===== src/rtl/pdw_pkg.sv =====
package pdw_pkg;

  typedef enum logic [2:0] {
    ST_RUN        = 3'd0,
    ST_SLEEP      = 3'd1,
    ST_OSC_SETTLE = 3'd2,
    ST_CLK_GRACE  = 3'd3,
    ST_DELIVER    = 3'd4
  } pdw_state_e;

  // Edges from the wake edge until the internal clock gate opens:
  // the load value, one edge out of settling, one grace edge.
  function automatic int unsigned gate_latency(input int unsigned load);
    return load + 2;
  endfunction

  // Total delivery length in edges from the start point to the vector strobe.
  function automatic int unsigned deliver_span(input int unsigned cpu_dly,
                                               input int unsigned vec_dly);
    return cpu_dly + vec_dly;
  endfunction

  // Bits needed to hold a count of 0..n.
  function automatic int unsigned cnt_bits(input int unsigned n);
    return (n < 2) ? 1 : $clog2(n + 1);
  endfunction

endpackage


===== src/rtl/pdw_ctl_bit.sv =====
module pdw_ctl_bit (
  input  logic clk,
  input  logic rst_n,
  input  logic wake_rst,
  input  logic set_i,
  input  logic clr_i,
  output logic bit_q
);

  logic bit_d;

  always_comb begin
    bit_d = bit_q;
    if (set_i) bit_d = 1'b1;
    if (clr_i || wake_rst) bit_d = 1'b0;
  end

  always_ff @(posedge clk or negedge rst_n) begin
    if (!rst_n) bit_q <= 1'b0;
    else        bit_q <= bit_d;
  end

  // a reset wake always leaves the control bit cleared
  assert_rst_clears_bit_R9: assert property (@(posedge clk) disable iff (!rst_n)
    wake_rst |=> !bit_q);

endmodule


===== src/rtl/pdw_settle_timer.sv =====
module pdw_settle_timer #(
  parameter int unsigned CNT_W = 8
) (
  input  logic             clk,
  input  logic             rst_n,
  input  logic             run_i,
  input  logic [CNT_W-1:0] load_i,
  output logic [CNT_W-1:0] cnt_q,
  output logic             osc_ok_o
);

  always_ff @(posedge clk or negedge rst_n) begin
    if (!rst_n)              cnt_q <= '0;
    else if (!run_i)         cnt_q <= load_i;
    else if (cnt_q != '0)    cnt_q <= cnt_q - 1'b1;
  end

  assign osc_ok_o = run_i && (cnt_q == '0);

  // once running, the count never goes up, whatever the load input does
  assert_no_reload_R12: assert property (@(posedge clk) disable iff (!rst_n)
    run_i && $past(run_i) |-> cnt_q <= $past(cnt_q));

endmodule


===== src/rtl/pdw_deliver_timer.sv =====
module pdw_deliver_timer #(
  parameter int unsigned CPU_DLY = 2,
  parameter int unsigned VEC_DLY = 6
) (
  input  logic clk,
  input  logic rst_n,
  input  logic clr_i,
  input  logic start_i,
  output logic go_o,
  output logic cpu_hit_o,
  output logic vec_hit_o
);
  import pdw_pkg::*;

  localparam int unsigned SPAN = deliver_span(CPU_DLY, VEC_DLY);
  localparam int unsigned DW   = cnt_bits(SPAN);
  localparam logic [DW-1:0] CPU_AT = DW'(CPU_DLY);
  localparam logic [DW-1:0] VEC_AT = DW'(SPAN);

  logic [DW-1:0] dcnt_q;

  always_ff @(posedge clk or negedge rst_n) begin
    if (!rst_n) begin
      go_o   <= 1'b0;
      dcnt_q <= '0;
    end else if (clr_i || vec_hit_o) begin
      go_o   <= 1'b0;
      dcnt_q <= '0;
    end else if (start_i) begin
      go_o   <= 1'b1;
      dcnt_q <= '0;
    end else if (go_o) begin
      dcnt_q <= dcnt_q + 1'b1;
    end
  end

  assign cpu_hit_o = go_o && (dcnt_q == CPU_AT);
  assign vec_hit_o = go_o && (dcnt_q == VEC_AT);

  // each hit lasts one cycle
  assert_cpu_hit_single_R11: assert property (@(posedge clk) disable iff (!rst_n)
    cpu_hit_o |=> !cpu_hit_o);
  assert_vec_hit_single_R11: assert property (@(posedge clk) disable iff (!rst_n)
    vec_hit_o |=> !vec_hit_o);

endmodule


===== src/rtl/pdw_wake_seq.sv =====
module pdw_wake_seq #(
  parameter int unsigned CNT_W   = 8,
  parameter int unsigned CPU_DLY = 2,
  parameter int unsigned VEC_DLY = 6
) (
  input  logic             clk,
  input  logic             rst_n,
  input  logic             wake_rst,
  input  logic             pd_set,
  input  logic             pd_clr,
  input  logic             halt_strobe,
  input  logic             nmi_req,
  input  logic             irq_req,
  input  logic             irq_resolved,
  input  logic [CNT_W-1:0] stab_load,
  output logic             pd_bit,
  output logic             clock_gate_en,
  output logic             osc_en,
  output logic             cpu_irq_strobe,
  output logic             vector_cycle_strobe
);
  import pdw_pkg::*;

  pdw_state_e       state_q, state_d;
  logic             nmi_src_q;
  logic             wake_any;
  logic             wake_take;
  logic             settle_run;
  logic             osc_ok;
  logic [CNT_W-1:0] settle_cnt;
  logic             dlv_clr, dlv_start, dlv_go, cpu_hit, vec_hit;
  logic             in_deliver;

  pdw_ctl_bit u_ctl (
    .clk      (clk),
    .rst_n    (rst_n),
    .wake_rst (wake_rst),
    .set_i    (pd_set),
    .clr_i    (pd_clr),
    .bit_q    (pd_bit)
  );

  assign settle_run = (state_q == ST_OSC_SETTLE) && !wake_rst;

  pdw_settle_timer #(.CNT_W(CNT_W)) u_settle (
    .clk      (clk),
    .rst_n    (rst_n),
    .run_i    (settle_run),
    .load_i   (stab_load),
    .cnt_q    (settle_cnt),
    .osc_ok_o (osc_ok)
  );

  assign in_deliver = (state_q == ST_DELIVER);
  assign dlv_clr    = wake_rst || !(in_deliver || state_q == ST_CLK_GRACE);
  assign dlv_start  = (state_q == ST_CLK_GRACE && nmi_src_q) ||
                      (in_deliver && !nmi_src_q && !dlv_go && irq_resolved);

  pdw_deliver_timer #(.CPU_DLY(CPU_DLY), .VEC_DLY(VEC_DLY)) u_dlv (
    .clk       (clk),
    .rst_n     (rst_n),
    .clr_i     (dlv_clr),
    .start_i   (dlv_start),
    .go_o      (dlv_go),
    .cpu_hit_o (cpu_hit),
    .vec_hit_o (vec_hit)
  );

  assign wake_any  = nmi_req || irq_req;
  assign wake_take = (state_q == ST_SLEEP) && wake_any && !wake_rst;

  always_comb begin
    state_d = state_q;
    unique case (state_q)
      ST_RUN:        if (pd_bit && halt_strobe) state_d = ST_SLEEP;
      ST_SLEEP:      if (wake_any)              state_d = ST_OSC_SETTLE;
      ST_OSC_SETTLE: if (osc_ok)                state_d = ST_CLK_GRACE;
      ST_CLK_GRACE:                             state_d = ST_DELIVER;
      ST_DELIVER:    if (vec_hit)               state_d = ST_RUN;
      default:                                  state_d = ST_RUN;
    endcase
    if (wake_rst) state_d = ST_RUN;
  end

  always_ff @(posedge clk or negedge rst_n) begin
    if (!rst_n) begin
      state_q   <= ST_RUN;
      nmi_src_q <= 1'b0;
    end else begin
      state_q <= state_d;
      if (wake_take) nmi_src_q <= nmi_req;
    end
  end

  assign osc_en              = (state_q != ST_SLEEP);
  assign clock_gate_en       = (state_q == ST_RUN) || in_deliver;
  assign cpu_irq_strobe      = in_deliver && cpu_hit;
  assign vector_cycle_strobe = in_deliver && vec_hit;

  // the gate only opens two edges after oscillator-ready, unless a reset wake did it
  assert_gate_after_ready_R5: assert property (@(posedge clk) disable iff (!rst_n)
    $rose(clock_gate_en) && !$past(wake_rst) && $past(state_q == ST_CLK_GRACE)
      |-> $past(osc_ok, 2));

  // an interrupt wake keeps the powerdown bit
  assert_wake_keeps_bit_R6: assert property (@(posedge clk) disable iff (!rst_n)
    wake_take && !pd_clr |=> pd_bit);

  // reset wake wins over everything
  assert_rst_priority_R9: assert property (@(posedge clk) disable iff (!rst_n)
    wake_rst |=> clock_gate_en && osc_en && !cpu_irq_strobe && !vector_cycle_strobe);

  // sleep means oscillator off and gate closed
  assert_sleep_quiet_R3: assert property (@(posedge clk) disable iff (!rst_n)
    !osc_en |-> !clock_gate_en && !cpu_irq_strobe);

  // the vector strobe never shares a cycle with the CPU strobe
  assert_strobes_apart_R11: assert property (@(posedge clk) disable iff (!rst_n)
    !(cpu_irq_strobe && vector_cycle_strobe));

endmodule


===== config.mk =====
export PLATFORM = sky130hd
export DESIGN_NAME = pdw_wake_seq
export DESIGN_NICKNAME = d
export VERILOG_FILES = /design/src/rtl/pdw_pkg.sv /design/src/rtl/pdw_ctl_bit.sv /design/src/rtl/pdw_settle_timer.sv /design/src/rtl/pdw_deliver_timer.sv /design/src/rtl/pdw_wake_seq.sv
export SDC_FILE = /design/constraint.sdc
export NUM_CORES = 1
export LEC_CHECK = 0
export CORE_MARGIN = 1
export CORE_UTILIZATION = 53
export DETAILED_ROUTE_END_ITERATION = 7
export PLACE_DENSITY = 0.88
export SETUP_SLACK_MARGIN = 0.4
export SLEW_MARGIN = 20
export SYNTH_ARGS = -nofsm -noshare
export SYNTH_HDL_FRONTEND = slang
export SYNTH_SLANG_ARGS = --single-unit

===== constraint.sdc =====
create_clock -name clk -period 4.1 [get_ports clk]
set_input_delay 0.82 -clock clk [delete_from_list [all_inputs] [get_ports clk]]
set_output_delay 0.82 -clock clk [all_outputs]
set_load 0.01 [all_outputs]

==> results of run 1 <==
-- layer usage --
metal | routed length [um] | global-route usage (%)
met1 | 959 | 29.1
met2 | 936 | 33.6
met3 | 99 | 2.69
met4 | 33 | 10.9
met5 | 0 | 0
-- power groups by stage --
stage / registers (uW) / logic [uW] / clock network, uW
finish: 195 / 53.0 / 114
global route: 197 / 59.6 / 120
CTS: 195 / 53.9 / 115
detailed placement: 199 / 53.6 / 0
global placement: 198 / 52.6 / 0
floorplan: 196 / 28.6 / 0
-- placed cells by master, fill, tap and decap left out, types with 2 or more instances in the layout --
cell	n
nand2b_1	2
nor2b_1	2
nor2_1	9
dfrtp_1	18
or3_1	2
clkbuf_4	3
o21ai_1	6
nor3b_1	3
xor2_1	3
nand2_1	9
mux2i_1	2
mux2_2	2
ha_1	5
nor4_1	2
a21oi_1	4
clkdlybuf4s50_1	21
inv_1	6
xnor2_1	5
or3_4	2
o21bai_1	2
a31oi_1	2
-- flip-flops by register name (all words and copies together), names as in the netlist --
signal and count:
u_settle.cnt_q 8, state_q 3, nmi_src_q 1, u_ctl.bit_q 1, u_dlv.dcnt_q 4, u_dlv.go_o 1
-- final timing paths --
path                              startpoint           endpoint  depth (start not counted)
hold / removal                    state_q[2]         state_q[1]                          1
max in group asynchronous              rst_n         state_q[0]                          1
hold reg to reg                   state_q[2]         state_q[1]                          1
setup / recovery                  state_q[1]     cpu_irq_strobe                          3
setup reg to reg           u_settle.cnt_q[0]  u_settle.cnt_q[1]                          6
min in group asynchronous              rst_n  u_settle.cnt_q[4]                          1
-- cell families (layout without fill, tap and decap cells) --
logic type | Yosys count | in the layout | share of synthesized area (%)
AND/OR/NAND/NOR | 43 | 43 | 23.9
AO/OA/AOI/OAI | 22 | 22 | 13.5
flip-flops | 18 | 18 | 42.2
buffers and inverters | 11 | 31 | 3.98
XOR/XNOR | 8 | 8 | 6.57
adder cells (fa/ha/maj) | 5 | 5 | 5.86
multiplexers | 4 | 4 | 3.99
-- stage by stage --
step	utilization, %	instances	instance area, um^2
2_1_floorplan	-	111	1070
3_3_place_gp	71.5	152	1290
3_5_place_dp	71.5	152	1290
4_1_cts	73.5	156	1330
5_1_grt	73.5	156	1330
6_report	73.5	156	1330
-- layout make-up --
type | instances | area, um^2
multi-input combinational | 82 | 574
tap | 25 | 31.3
fill | 134 | 477
sequential | 18 | 450
inverter | 6 | 22.5
clock buffer | 4 | 36.3
timing repair buffer | 21 | 210
==> impl_metrics.tcl, run 1 <==
set metrics [dict create \
    outcome "finished clean" \
    cp.required_ns 3.28 \
    p_sw_share_pct 25.0 \
    cts_hold_buf 0 \
    ys_types 41 \
    synthTopCellsByArea "dfrtp_1 42%, ha_1 5.9%, xnor2_1 4.1%, nand2_1 3.2%, nor2_1 3.2%" \
    start_util_pct 59.2 \
    syn-instance-count 111 \
    peakVddDrop_v 0.000245 \
    cellPowerDensity_mw_per_mm2 273 \
    ys.flop_type "dfrtp_1" \
    wl_mm 2.03 \
    netlist_area_mm2 0.00107 \
    avgSynthCellArea_um2 9.62 \
    clkSlewWorstSetupHoldPaths_ns 0.11 \
    grt_pass1_wl_mm 3.28 \
    via_per_inst 5.48 \
    worst_pin_slew_ns 0.804 \
    ff2ff_setup_slack_ns 2.22 \
    clk_latency_ns 0.30 \
    die_h_um 46.9 \
    die_w_um 46.9 \
    cts_resized 0 \
    cts_max_path_buffers 2 \
    cts_setup_buffers 0 \
    cts_tree "yes" \
    core_mm2 0.00180 \
    dieArea_mm2 0.00220 \
    wl_per_cell_um 13.0 \
    comb_power_share_pct 14.7 \
    clock.fmax_mhz 346 \
    cp-end-kind "primary output" \
    crit_type "reg -> out" \
    hold_viol 0 \
    setup_ws_ns 1.21 \
    grt_max_degree 19 \
    grt_pass1_vias 773 \
    place.gp.congestion 0.791 \
    cap_violations 0 \
    drtPass1Iterations 4 \
    yosysTopAreaCell "dfrtp_1" \
    worst-path-max-fanout 11 \
    holdWs_ns 0.546 \
    hp-class "reg -> reg" \
    n_antenna_cell 0 \
    cts_root_buf "clkbuf_4" \
    crit_slowest_cell "clkdlybuf4s50_1" \
    pin_count 22 \
    ys_ff_latch 18 \
    route.detailed.drc 0 \
    p_leak_uw 0.000560 \
    nets 154 \
    htree_levels 1 \
    cpLargestDelayFamily "simple AND/OR/NAND/NOR gates" \
    clkSinkCount 18 \
    setup_viol 0 \
    netlist_top_cells_count "18 x dfrtp_1, 9 x nand2_1, 9 x nor2_1" \
    synth.most_common_cell "dfrtp_1" \
    switchingPower_uw 90.5 \
    preCtsSetupSlack_ns 1.60 \
    antenna_found_initial 0 \
    synth_top_area_share_pct 42.2 \
    num_rows 15 \
    finClkSkew_ns 0.00404 \
    synth-edff-count 0 \
    arrival_ns 2.07 \
    syn-num-nets 133 \
    cts_made_buffers 3 \
    dpl.hpwl_mm 1.53 \
    grt-ovfl-total 0 \
    max_stage_delay_ns 0.53 \
    cp_cell_sequence "nor3b_1 > and4b_1 > clkdlybuf4s50_1" \
    start_kind "flop" \
    finalSetupTns_ns 0 \
    slew_headroom_pct 46.2 \
    areaGrowthSynthToFinish_pct 24.1 \
    drt_iter0_drc 14 \
    vias 855 \
    antenna_left 0 \
    drive_above_1_share_pct 7.63 \
    clkPwrFrac_pct 31.4 \
    fin_crit_ns 2.89 \
    power.internal_uw 271 \
    finalMaxSlewViolations 0 \
    yosys_warnings 0 \
    synth_seq_area_share_pct 42.2 \
    rsz0062_at_grt "no" \
    async_reset_ff_share_pct 100 \
    min_period_over_period_pct 70.5 \
    grt_util_all_layers_pct 21.4 \
    io_buffer_count 21 \
    finalPower_uw 362 \
    critPathBufInv 1 \
    power.share.sequential_pct 53.9 \
]
(Power assumes the default switching activity.)
==> run 2: changes to the inputs <==
- CORE_UTILIZATION: 53 -> 45
- PLACE_DENSITY: 0.88 -> 0.8
- clock period: 4.1 -> 2.4 ns (I/O delays scaled with it)
==> impl_metrics.tcl, run 2 (synthesis gave the netlist of run 1 again) <==
set metrics [dict create \
    drtPass1Iterations 4 \
    power.internal_uw 432 \
    max_stage_delay_ns 0.44 \
    cp.required_ns 1.92 \
    worst_pin_slew_ns 0.415 \
    p_sw_share_pct 25.7 \
    clock.fmax_mhz 527 \
    route.detailed.drc 0 \
    setup_viol 0 \
    die_w_um 50.7 \
    rsz0062_at_grt "no" \
    mostFrequentLayoutCells "17 x clkdlybuf4s50_1, 16 x dfrtp_1, 10 x buf_4" \
    num_rows 17 \
    cpLargestDelayFamily "flip-flops" \
    antenna_found_initial 0 \
    wl_mm 2.24 \
    finalMaxSlewViolations 0 \
    areaGrowthSynthToFinish_pct 31.5 \
    largest_reg_flops 8 \
    cts_hold_buf 0 \
    cts_tree "yes" \
    grt_pass1_wl_mm 3.66 \
    cellPowerDensity_mw_per_mm2 414 \
    cp_cell_sequence "nor3b_4 > and4b_1 > dlygate4sd2_1" \
    critPathBufInv 1 \
    peakVddDrop_v 0.000358 \
    regMostFlops "u_settle.cnt_q" \
    finalSetupTns_ns 0 \
    min_period_over_period_pct 79.1 \
    drt_iter0_drc 26 \
    outcome "finished clean" \
    p_leak_uw 0.000610 \
    place.gp.congestion 0.804 \
    nets 164 \
    power.share.sequential_pct 57.1 \
    cts_root_buf "clkbuf_4" \
    pin_count 22 \
    htree_levels 1 \
    fin_crit_ns 1.90 \
    via_per_inst 5.23 \
    drive_above_1_share_pct 17.1 \
    preCtsSetupSlack_ns 0.375 \
    wl_per_cell_um 13.3 \
    n_antenna_cell 0 \
    grt-ovfl-total 0 \
    cts_made_buffers 3 \
    top_regs "u_settle.cnt_q (8), u_dlv.dcnt_q (4), state_q (3)" \
    grt_util_all_layers_pct 19.4 \
    clkSinkCount 18 \
    worst-path-max-fanout 3 \
    comb_power_share_pct 16.8 \
    slew_headroom_pct 72.0 \
    clkSlewWorstSetupHoldPaths_ns 0.10 \
    grt_max_degree 19 \
    start_util_pct 47.8 \
    die_h_um 50.7 \
    holdWs_ns 0.500 \
    crit_slowest_cell "dfrtp_2" \
    switchingPower_uw 149 \
    cts_max_path_buffers 2 \
    vias 879 \
    start_kind "flop" \
    dpl.hpwl_mm 1.59 \
    setup_ws_ns 0.501 \
    clk_latency_ns 0.29 \
    grt_pass1_vias 883 \
    hp-class "in -> async" \
    core_mm2 0.00223 \
    final_common_cell "clkdlybuf4s50_1" \
    antenna_left 0 \
    dieArea_mm2 0.00257 \
    cap_violations 0 \
    io_buffer_count 21 \
    clkPwrFrac_pct 26.1 \
    hold_viol 0 \
    crit_type "reg -> out" \
    cp-end-kind "primary output" \
    finClkSkew_ns 0.00429 \
    arrival_ns 1.42 \
]
run 2: final timing paths:
kind                       cells after the start                 to              start  slack [ns]
min in group clk                               2        u_ctl.bit_q        u_ctl.bit_q        0.57
min reg2reg                                    2        u_ctl.bit_q        u_ctl.bit_q        0.57
max in group asynchronous                      2         state_q[0]              rst_n        1.68
max                                            3     cpu_irq_strobe         state_q[0]        0.50
min                                            2  u_settle.cnt_q[2]              rst_n        0.50
max reg2reg                                    7  u_settle.cnt_q[1]  u_settle.cnt_q[0]        0.61
run 2: metal layers:
layer  GRT usage, %  wire length, um  up-vias
met3           6.06              104        2
li1               -                -      447
met1           20.5              939      413
met4           6.02               12        0
met2           36.2             1190       17
met5              0                0        -
run 2: area by class of cell:
type,instances,area [um^2]
fillers,192,830
multi-input cells,82,591
flip-flops and latches,18,453
repair buffers,31,280
well taps,28,35.0
clock buffers,3,22.5
inverters,6,22.5
run 2: timing repair:
item | CTS | global route
setup buffers | 3 | 2
gates cloned | 0 | 0
setup endpoints to repair | 4 | 3
pin swaps | 1 | 0
resized for setup | 9 | 1
run 2: metrics by stage:
step | power (uW) | cell area (um^2) | instances | util (%)
4_1_cts | 588 | 1390 | 166 | 62.1
6_report | 581 | 1400 | 168 | 62.9
3_5_place_dp | 435 | 1330 | 160 | 59.6
3_3_place_gp | 432 | 1330 | 160 | 59.6
2_1_floorplan | 383 | 1070 | 111 | -
5_1_grt | 611 | 1400 | 168 | 62.9
run 2: power groups by stage:
| stage | Combinational [uW] | Sequential (uW) | Clock, uW |
|---|---|---|---|
| 6_report | 97.4 | 332 | 152 |
| 3_5_place_dp | 97.7 | 337 | 0 |
| 2_1_floorplan | 48.9 | 334 | 0 |
| 4_1_cts | 98.5 | 332 | 157 |
| 5_1_grt | 108 | 334 | 169 |
| 3_3_place_gp | 94.1 | 337 | 0 |
